**src/rtl/cpp_pkg.sv**
```systemverilog
// Shared constants for the convolution post-processing lane.
// Assumes: mode word bit positions are fixed by the control software.
package cpp_pkg;
    localparam int MODE_CONV = 0;
    localparam int MODE_ADD  = 1;
    localparam int MODE_RELU = 2;
    localparam int MODE_POOL = 3;
endpackage

```
**src/rtl/cpp_mac.sv**
```systemverilog
// Multiply-accumulate over kw*kw beats per element, or single-beat bypass.
// Assumes: kern_w and conv_en are held constant between clear pulses.
module cpp_mac #(
    parameter int DW   = 16,
    parameter int FRAC = 8,
    parameter int KWB  = 6,
    localparam int ACCW = 2*DW + 2*KWB,
    localparam int CNTW = 2*KWB
) (
    input  logic          clk,
    input  logic          rst_n,
    input  logic          clear,
    input  logic          conv_en,
    input  logic [KWB-1:0] kern_w,
    input  logic          fire,
    input  logic [DW-1:0] pix,
    input  logic [DW-1:0] wgt,
    output logic          last,
    output logic [DW-1:0] res
);
    localparam logic signed [ACCW-1:0] HI = {{(ACCW-DW+1){1'b0}}, {(DW-1){1'b1}}};
    localparam logic signed [ACCW-1:0] LO = ~HI;

    logic [KWB-1:0]          kw_eff;
    logic [CNTW-1:0]         kk;
    logic [CNTW-1:0]         beat;
    logic signed [ACCW-1:0]  acc;
    logic signed [2*DW-1:0]  prod;
    logic signed [ACCW-1:0]  total;
    logic signed [ACCW-1:0]  shifted;

    // Beats per element and end-of-element detection.
    always_comb begin
        kw_eff = (kern_w == '0) ? KWB'(1) : kern_w;
        kk     = conv_en ? CNTW'(kw_eff) * CNTW'(kw_eff) : CNTW'(1);
        last   = (beat == kk - CNTW'(1));
    end

    // Running sum including the current beat, scaled and clamped.
    always_comb begin
        prod    = $signed(pix) * $signed(wgt);
        total   = acc + ACCW'(prod);
        shifted = total >>> FRAC;
        if (!conv_en)          res = pix;
        else if (shifted > HI) res = HI[DW-1:0];
        else if (shifted < LO) res = LO[DW-1:0];
        else                   res = shifted[DW-1:0];
    end

    // Accumulator and beat counter advance on each accepted beat.
    always_ff @(posedge clk) begin
        if (!rst_n || clear) begin
            acc  <= '0;
            beat <= '0;
        end else if (fire) begin
            if (last) begin
                acc  <= '0;
                beat <= '0;
            end else begin
                acc  <= total;
                beat <= beat + CNTW'(1);
            end
        end
    end

    assert_beat_in_window_R2: assert property (@(posedge clk) disable iff (!rst_n)
        beat < kk);
endmodule

```
**src/rtl/cpp_pool.sv**
```systemverilog
// Non-overlapping p-by-p max pooling over a raster of src_w-wide rows.
// Assumes: pw_m1 and src_w are held between clear pulses; src_w 0 means 256.
module cpp_pool #(
    parameter int DW   = 16,
    parameter int MAXW = 256,
    localparam int AW  = $clog2(MAXW)
) (
    input  logic          clk,
    input  logic          rst_n,
    input  logic          clear,
    input  logic [2:0]    pw_m1,
    input  logic [AW-1:0] src_w,
    input  logic          strobe,
    input  logic [DW-1:0] v,
    output logic          emit,
    output logic [DW-1:0] q
);
    logic [DW-1:0] rowbuf [MAXW];
    logic [AW-1:0] col, grp;
    logic [2:0]    sub, rsub;
    logic [DW-1:0] gmax, gm, merged, prev;
    logic          grp_done, row_end;

    // Running maximum within the current column group and row band.
    always_comb begin
        gm       = (sub == 3'd0 || $signed(v) > $signed(gmax)) ? v : gmax;
        prev     = rowbuf[grp];
        merged   = (rsub == 3'd0 || $signed(gm) > $signed(prev)) ? gm : prev;
        grp_done = (sub == pw_m1);
        row_end  = (col == src_w - AW'(1));
        emit     = strobe && grp_done && (rsub == pw_m1);
        q        = merged;
    end

    // Position counters for column, group and row band.
    always_ff @(posedge clk) begin
        if (!rst_n || clear) begin
            col <= '0; grp <= '0; sub <= '0; rsub <= '0; gmax <= '0;
        end else if (strobe) begin
            gmax <= gm;
            if (grp_done) begin
                sub <= '0;
                grp <= grp + AW'(1);
            end else begin
                sub <= sub + 3'd1;
            end
            if (row_end) begin
                col  <= '0;
                sub  <= '0;
                grp  <= '0;
                rsub <= (rsub == pw_m1) ? 3'd0 : rsub + 3'd1;
            end else begin
                col <= col + AW'(1);
            end
        end
    end

    // Partial maxima of the current band, one per column group.
    always_ff @(posedge clk) begin
        if (strobe && grp_done) rowbuf[grp] <= merged;
    end

    assert_pool_counters_R6: assert property (@(posedge clk) disable iff (!rst_n)
        sub <= pw_m1 && rsub <= pw_m1);
endmodule

```
**src/rtl/cpp_lane.sv**
```systemverilog
// Mode-configurable lane: conv -> add -> rectify -> pool, valid/ready output.
// Assumes: configuration inputs are only sampled on an accepted start pulse.
module cpp_lane #(
    parameter int DW   = 16,
    parameter int FRAC = 8,
    parameter int MAXW = 256
) (
    input  logic          clk,
    input  logic          rst_n,
    input  logic          start,
    input  logic [3:0]    cfg_mode,
    input  logic [5:0]    cfg_kern_w,
    input  logic [7:0]    cfg_src_w,
    input  logic [3:0]    cfg_pool_w,
    input  logic [15:0]   cfg_res_cnt,
    input  logic          in_valid,
    output logic          in_ready,
    input  logic [DW-1:0] in_pix,
    input  logic [DW-1:0] in_wgt,
    input  logic [DW-1:0] in_acc,
    output logic          out_valid,
    input  logic          out_ready,
    output logic [DW-1:0] out_data,
    output logic          busy
);
    import cpp_pkg::*;

    logic [3:0]    mode_q;
    logic [5:0]    kw_q;
    logic [7:0]    sw_q;
    logic [2:0]    pm1_q;
    logic [15:0]   cnt_q, issued;
    logic          busy_q, ov_q;
    logic [DW-1:0] od_q;
    logic          go, active, fire, last, emit, pool_emit;
    logic [DW-1:0] mac_res, added, act, pool_q, val;
    logic signed [DW:0] sum;

    assign go        = start && !busy_q;
    assign active    = busy_q && (issued != cnt_q);
    assign in_ready  = active && (!ov_q || out_ready);
    assign fire      = in_valid && in_ready;
    assign out_valid = ov_q;
    assign out_data  = od_q;
    assign busy      = busy_q;

    cpp_mac #(.DW(DW), .FRAC(FRAC), .KWB(6)) u_mac (
        .clk(clk), .rst_n(rst_n), .clear(go), .conv_en(mode_q[MODE_CONV]),
        .kern_w(kw_q), .fire(fire), .pix(in_pix), .wgt(in_wgt),
        .last(last), .res(mac_res)
    );

    // Clamped operand addition followed by optional rectification.
    always_comb begin
        sum = {mac_res[DW-1], mac_res} + {in_acc[DW-1], in_acc};
        if (!mode_q[MODE_ADD])       added = mac_res;
        else if (sum[DW] != sum[DW-1]) added = sum[DW] ? {1'b1, {(DW-1){1'b0}}} : {1'b0, {(DW-1){1'b1}}};
        else                         added = sum[DW-1:0];
        act = (mode_q[MODE_RELU] && added[DW-1]) ? '0 : added;
    end

    cpp_pool #(.DW(DW), .MAXW(MAXW)) u_pool (
        .clk(clk), .rst_n(rst_n), .clear(go), .pw_m1(pm1_q), .src_w(sw_q),
        .strobe(fire && last && mode_q[MODE_POOL]), .v(act),
        .emit(pool_emit), .q(pool_q)
    );

    // Pick the pooled or the direct element as the lane result.
    always_comb begin
        emit = mode_q[MODE_POOL] ? pool_emit : (fire && last);
        val  = mode_q[MODE_POOL] ? pool_q : act;
    end

    // Configuration latch and run control.
    always_ff @(posedge clk) begin
        if (!rst_n) begin
            busy_q <= 1'b0; mode_q <= '0; kw_q <= '0; sw_q <= '0; pm1_q <= '0; cnt_q <= '0;
        end else if (go) begin
            busy_q <= (cfg_res_cnt != 16'd0);
            mode_q <= cfg_mode;
            kw_q   <= cfg_kern_w;
            sw_q   <= cfg_src_w;
            pm1_q  <= (cfg_pool_w == 4'd0) ? 3'd0 : (cfg_pool_w > 4'd8) ? 3'd7 : 3'(cfg_pool_w - 4'd1);
            cnt_q  <= cfg_res_cnt;
        end else if (busy_q && issued == cnt_q && (!ov_q || out_ready)) begin
            busy_q <= 1'b0;
        end
    end

    // Output register and issued-result counter.
    always_ff @(posedge clk) begin
        if (!rst_n) begin
            ov_q <= 1'b0; od_q <= '0; issued <= '0;
        end else if (go) begin
            issued <= '0;
        end else if (emit) begin
            ov_q   <= 1'b1;
            od_q   <= val;
            issued <= issued + 16'd1;
        end else if (out_ready) begin
            ov_q <= 1'b0;
        end
    end

    assert_hold_R9: assert property (@(posedge clk) disable iff (!rst_n)
        ov_q && !out_ready |=> ov_q && $stable(od_q));
    assert_count_R8: assert property (@(posedge clk) disable iff (!rst_n)
        issued <= cnt_q || !busy_q);
    assert_idle_R8: assert property (@(posedge clk) disable iff (!rst_n)
        !busy_q |-> !ov_q);
    assert_relu_R5: assert property (@(posedge clk) disable iff (!rst_n)
        ov_q && mode_q[MODE_RELU] |-> !od_q[DW-1]);
endmodule

```
**config.mk**
```make
export PLATFORM = sky130hd
export DESIGN_NAME = cpp_lane
export DESIGN_NICKNAME = d
export VERILOG_FILES = /design/src/rtl/cpp_pkg.sv /design/src/rtl/cpp_mac.sv /design/src/rtl/cpp_pool.sv /design/src/rtl/cpp_lane.sv
export SDC_FILE = /design/constraint.sdc
export NUM_CORES = 2
export LEC_CHECK = 0
export BUFFER_PORTS_ARGS = -buffer_cell sky130_fd_sc_hd__buf_2
export CAP_MARGIN = 15
export CORE_MARGIN = 8
export CORE_UTILIZATION = 60
export CTS_CLUSTER_SIZE = 20
export DETAILED_ROUTE_END_ITERATION = 8
export PLACE_DENSITY = 0.76
export SLEW_MARGIN = 20
export SYNTH_ARGS = -nofsm -noshare
export SYNTH_HDL_FRONTEND = slang
export SYNTH_HIERARCHICAL = 1
export SYNTH_SLANG_ARGS = --single-unit
```
**constraint.sdc**
```tcl
create_clock -name clk -period 47.2 [get_ports clk]
set_clock_uncertainty 0.2 [all_clocks]
set_input_delay 2.36 -clock clk [delete_from_list [all_inputs] [get_ports clk]]
set_output_delay 2.36 -clock clk [all_outputs]
set_load 0.01 [all_outputs]
```
==> flow_metrics.env <==
export IMPL_endpoint_kind="register"
export IMPL_synth_cell_types=122
export IMPL_dr_total_vias=107300
export IMPL_port_buffers=109
export IMPL_finalCriticalPeriod_ps=20340
export IMPL_synth_top_family_by_area="multiplexers"
export IMPL_nNetsFinal=11640
export IMPL_cts_hold_fix_buffers=0
export IMPL_clkSinkCount=4269
export IMPL_crit_arrival_ps=20760
export IMPL_wl_per_cell_um=34.21
export IMPL_synth_fa_ha_area_share_pct=5.192
export IMPL_clk_latency_ps=1000
export IMPL_vias_per_cell=6.952
export IMPL_netlist_area_um2=184600
export IMPL_synthArstFlopShare_pct=0
export IMPL_hpwl_mm=322.7
export IMPL_wirelength_mm=527.9
export IMPL_synth_xor_area_share_pct=0.6214
export IMPL_ys_top_cells_by_count="edfxtp_1 (4,096), mux4_2 (656), mux2i_1 (600)"
export IMPL_cap_violations=0
export IMPL_fillers=19570
export IMPL_synth_area_per_cell_um2=17.39
export IMPL_period_share_pct=43.10
export IMPL_required_ps=47620
export IMPL_synth_top_cell_by_area="edfxtp_1"
export IMPL_synthMostInstantiatedCell="edfxtp_1"
export IMPL_rows=203
export IMPL_synth_mux_area_share_pct=12.34
export IMPL_die_area_um2=325800
export IMPL_worstHoldPathType="reg2reg"
export IMPL_synth_ff_type="edfxtp_1"
export IMPL_tightestPinTransition_ps=1335
export IMPL_crit_slowest_cell="fa_1"
export IMPL_synth_top_area_share_pct=66.61
export IMPL_postRouteAntennaNets=0
export IMPL_setup_viol_count_final=0
export IMPL_yosys_area_share_simple_pct=4.287
export IMPL_io_pins=110
export IMPL_synth_seq_area_share_pct=68.49
export IMPL_postCtsSetupRepairBufs=0
export IMPL_numCtsBuffers=415
export IMPL_multi_input_area_um2=52290
export IMPL_synth_cells=10620
export IMPL_regArea_um2=126500
export IMPL_synth_edf_count=4096
export IMPL_finalMaxSlewViolations=0
export IMPL_max_freq_mhz=49.15
export IMPL_drcViolationCount=0
export IMPL_synth_area_leaders="edfxtp_1 (67%), mux4_2 (8.0%), fa_1 (3.8%)"
export IMPL_clockRootBuffer="clkbuf_16"
export IMPL_drt_iter0_markers=16440
export IMPL_cts_resized=0
export IMPL_ctsLongestPathBuffers=4
export IMPL_rsz0062_at_grt="false"
export IMPL_finalWeightedCongestion=0.9152
export IMPL_grt_pass1_vias=106100
export IMPL_layout_drive_gt1_share_pct=17.46
export IMPL_area_delta_synth_final_pct=10.03
export IMPL_cts_tree="built"
export IMPL_yosys_register_bits=4269
export IMPL_die_width_um=570.7
export IMPL_antenna_found_initial=26
export IMPL_grt_total_usage_pct=31.84
export IMPL_max_stage_delay_ps=1010
export IMPL_fin_setup_tns_ps=0
export IMPL_grt_remaining_overflow=0
export IMPL_core_area_um2=306100
export IMPL_synth_nets=11260
export IMPL_status="complete, no violations"
export IMPL_timing_slew_headroom_pct=10.61
export IMPL_cp_max_fo=103
export IMPL_yosys_warnings=6
export IMPL_final_hold_violation_count=0
export IMPL_synth_compound_area_share_pct=5.657
export IMPL_first_pass_iters=6
export IMPL_grt_max_degree=201
export IMPL_clkTransAtPathRegs_ps=70
export IMPL_cp_start_kind="input pin"
export IMPL_grt_pass1_wl_mm=750.0
export IMPL_path_class="in2reg"
export IMPL_die_y_um=570.7
export IMPL_htree_levels=5
export IMPL_start_util_pct=60.33
through the flow:
| step | utilization, % | hold slack [ps] | setup slack [ps] | area, µm² | cells |
|---|---|---|---|---|---|
| final | 66.38 | 257.4 | 26860 | 203200 | 15430 |
| after global routing | 66.38 | 276.3 | 25490 | 203200 | 15430 |
| after CTS | 66.33 | 260.8 | 26630 | 203000 | 15420 |
| after detailed placement | 62.07 | 252.0 | 25680 | 190000 | 14670 |
| after global placement | 62.06 | 243.7 | 26140 | 189900 | 14670 |
| after floorplan | - | 226.5 | 22450 | 184600 | 10620 |
cell families after synthesis:
kind of cell,Yosys count
mux,1376
compound gates,1475
flops,4269
xor+xnor,131
fa+ha+maj,554
buf+inv,1119
simple gates,1696
worst max-delay path, delay by kind of cell:
kind | cells | cell delay (ps)
AOI/OAI and AO/OA | 22 | 5810
adders and majority gates | 10 | 5170
buffers and inverters | 11 | 3920
and+or+nand+nor | 9 | 2500
muxes | 1 | 290
xor gates and xnor gates | 1 | 160
registers in the layout, indices dropped and copies added (netlist names), 8 cells and up, named ones only:
| name | count |
|---|---|
| u_mac/beat | 12 |
| u_pool/gmax | 16 |
| u_pool/col | 8 |
| sw_q | 8 |
| out_data | 16 |
| u_pool/rowbuf | 4096 |
| u_pool/grp | 8 |
| cnt_q | 16 |
| u_mac/acc | 44 |
| issued | 16 |
layer usage:
metal	up-vias	wire length (µm)	global-route usage [%]
met5	-	198	0
met4	32	33550	16.40
met3	1551	74690	9.214
met2	8433	239000	48.75
met1	54590	180400	42.05
li1	42690	-	-
area by class of cell:
type | count | area share (%)
Clock inverter | 232 | 1.084
Clock buffer | 517 | 5.347
Antenna cell | 8 | 0.009853
Sequential cell | 4269 | 62.26
Multi-Input combinational cell | 5232 | 25.74
Timing Repair Buffer | 565 | 2.097
Tap cell | 4100 | 2.525
Inverter | 509 | 0.9435
layout by cell type, fill, tap and decap left out, types with 91 or more instances in the layout:
master	netlist	routed
o21ai_0	213	211
nor3_1	153	149
and2_1	151	149
clkbuf_1	253	97
nor2_1	484	468
dfxtp_1	173	165
fa_1	354	353
a21oi_1	265	264
o22ai_1	170	169
inv_1	508	505
buf_2	119	109
o221ai_1	253	253
buf_4	52	430
clkinv_1	1	91
edfxtp_1	4096	4096
clkbuf_16	0	419
nand2_1	534	531
nand3_1	102	102
ha_1	199	199
mux4_2	656	656
mux2i_1	600	589
final timing paths:
kind	start	depth (start not counted)	slack, ps	end
max	in_pix[15]	54	26860	u_pool/rowbuf[21][14]$_DFFE_PP_
min	u_pool/gmax[7]$_SDFFE_PP0P_	2	260	u_pool/gmax[7]$_SDFFE_PP0P_
max reg2reg	u_mac/acc[15]$_SDFFE_PP0P_	50	29920	u_pool/rowbuf[21][14]$_DFFE_PP_
min reg2reg	u_pool/gmax[7]$_SDFFE_PP0P_	2	260	u_pool/gmax[7]$_SDFFE_PP0P_
Power is not shown: default switching activity piles up to over one toggle a cycle in this logic, so the estimate is an artifact.
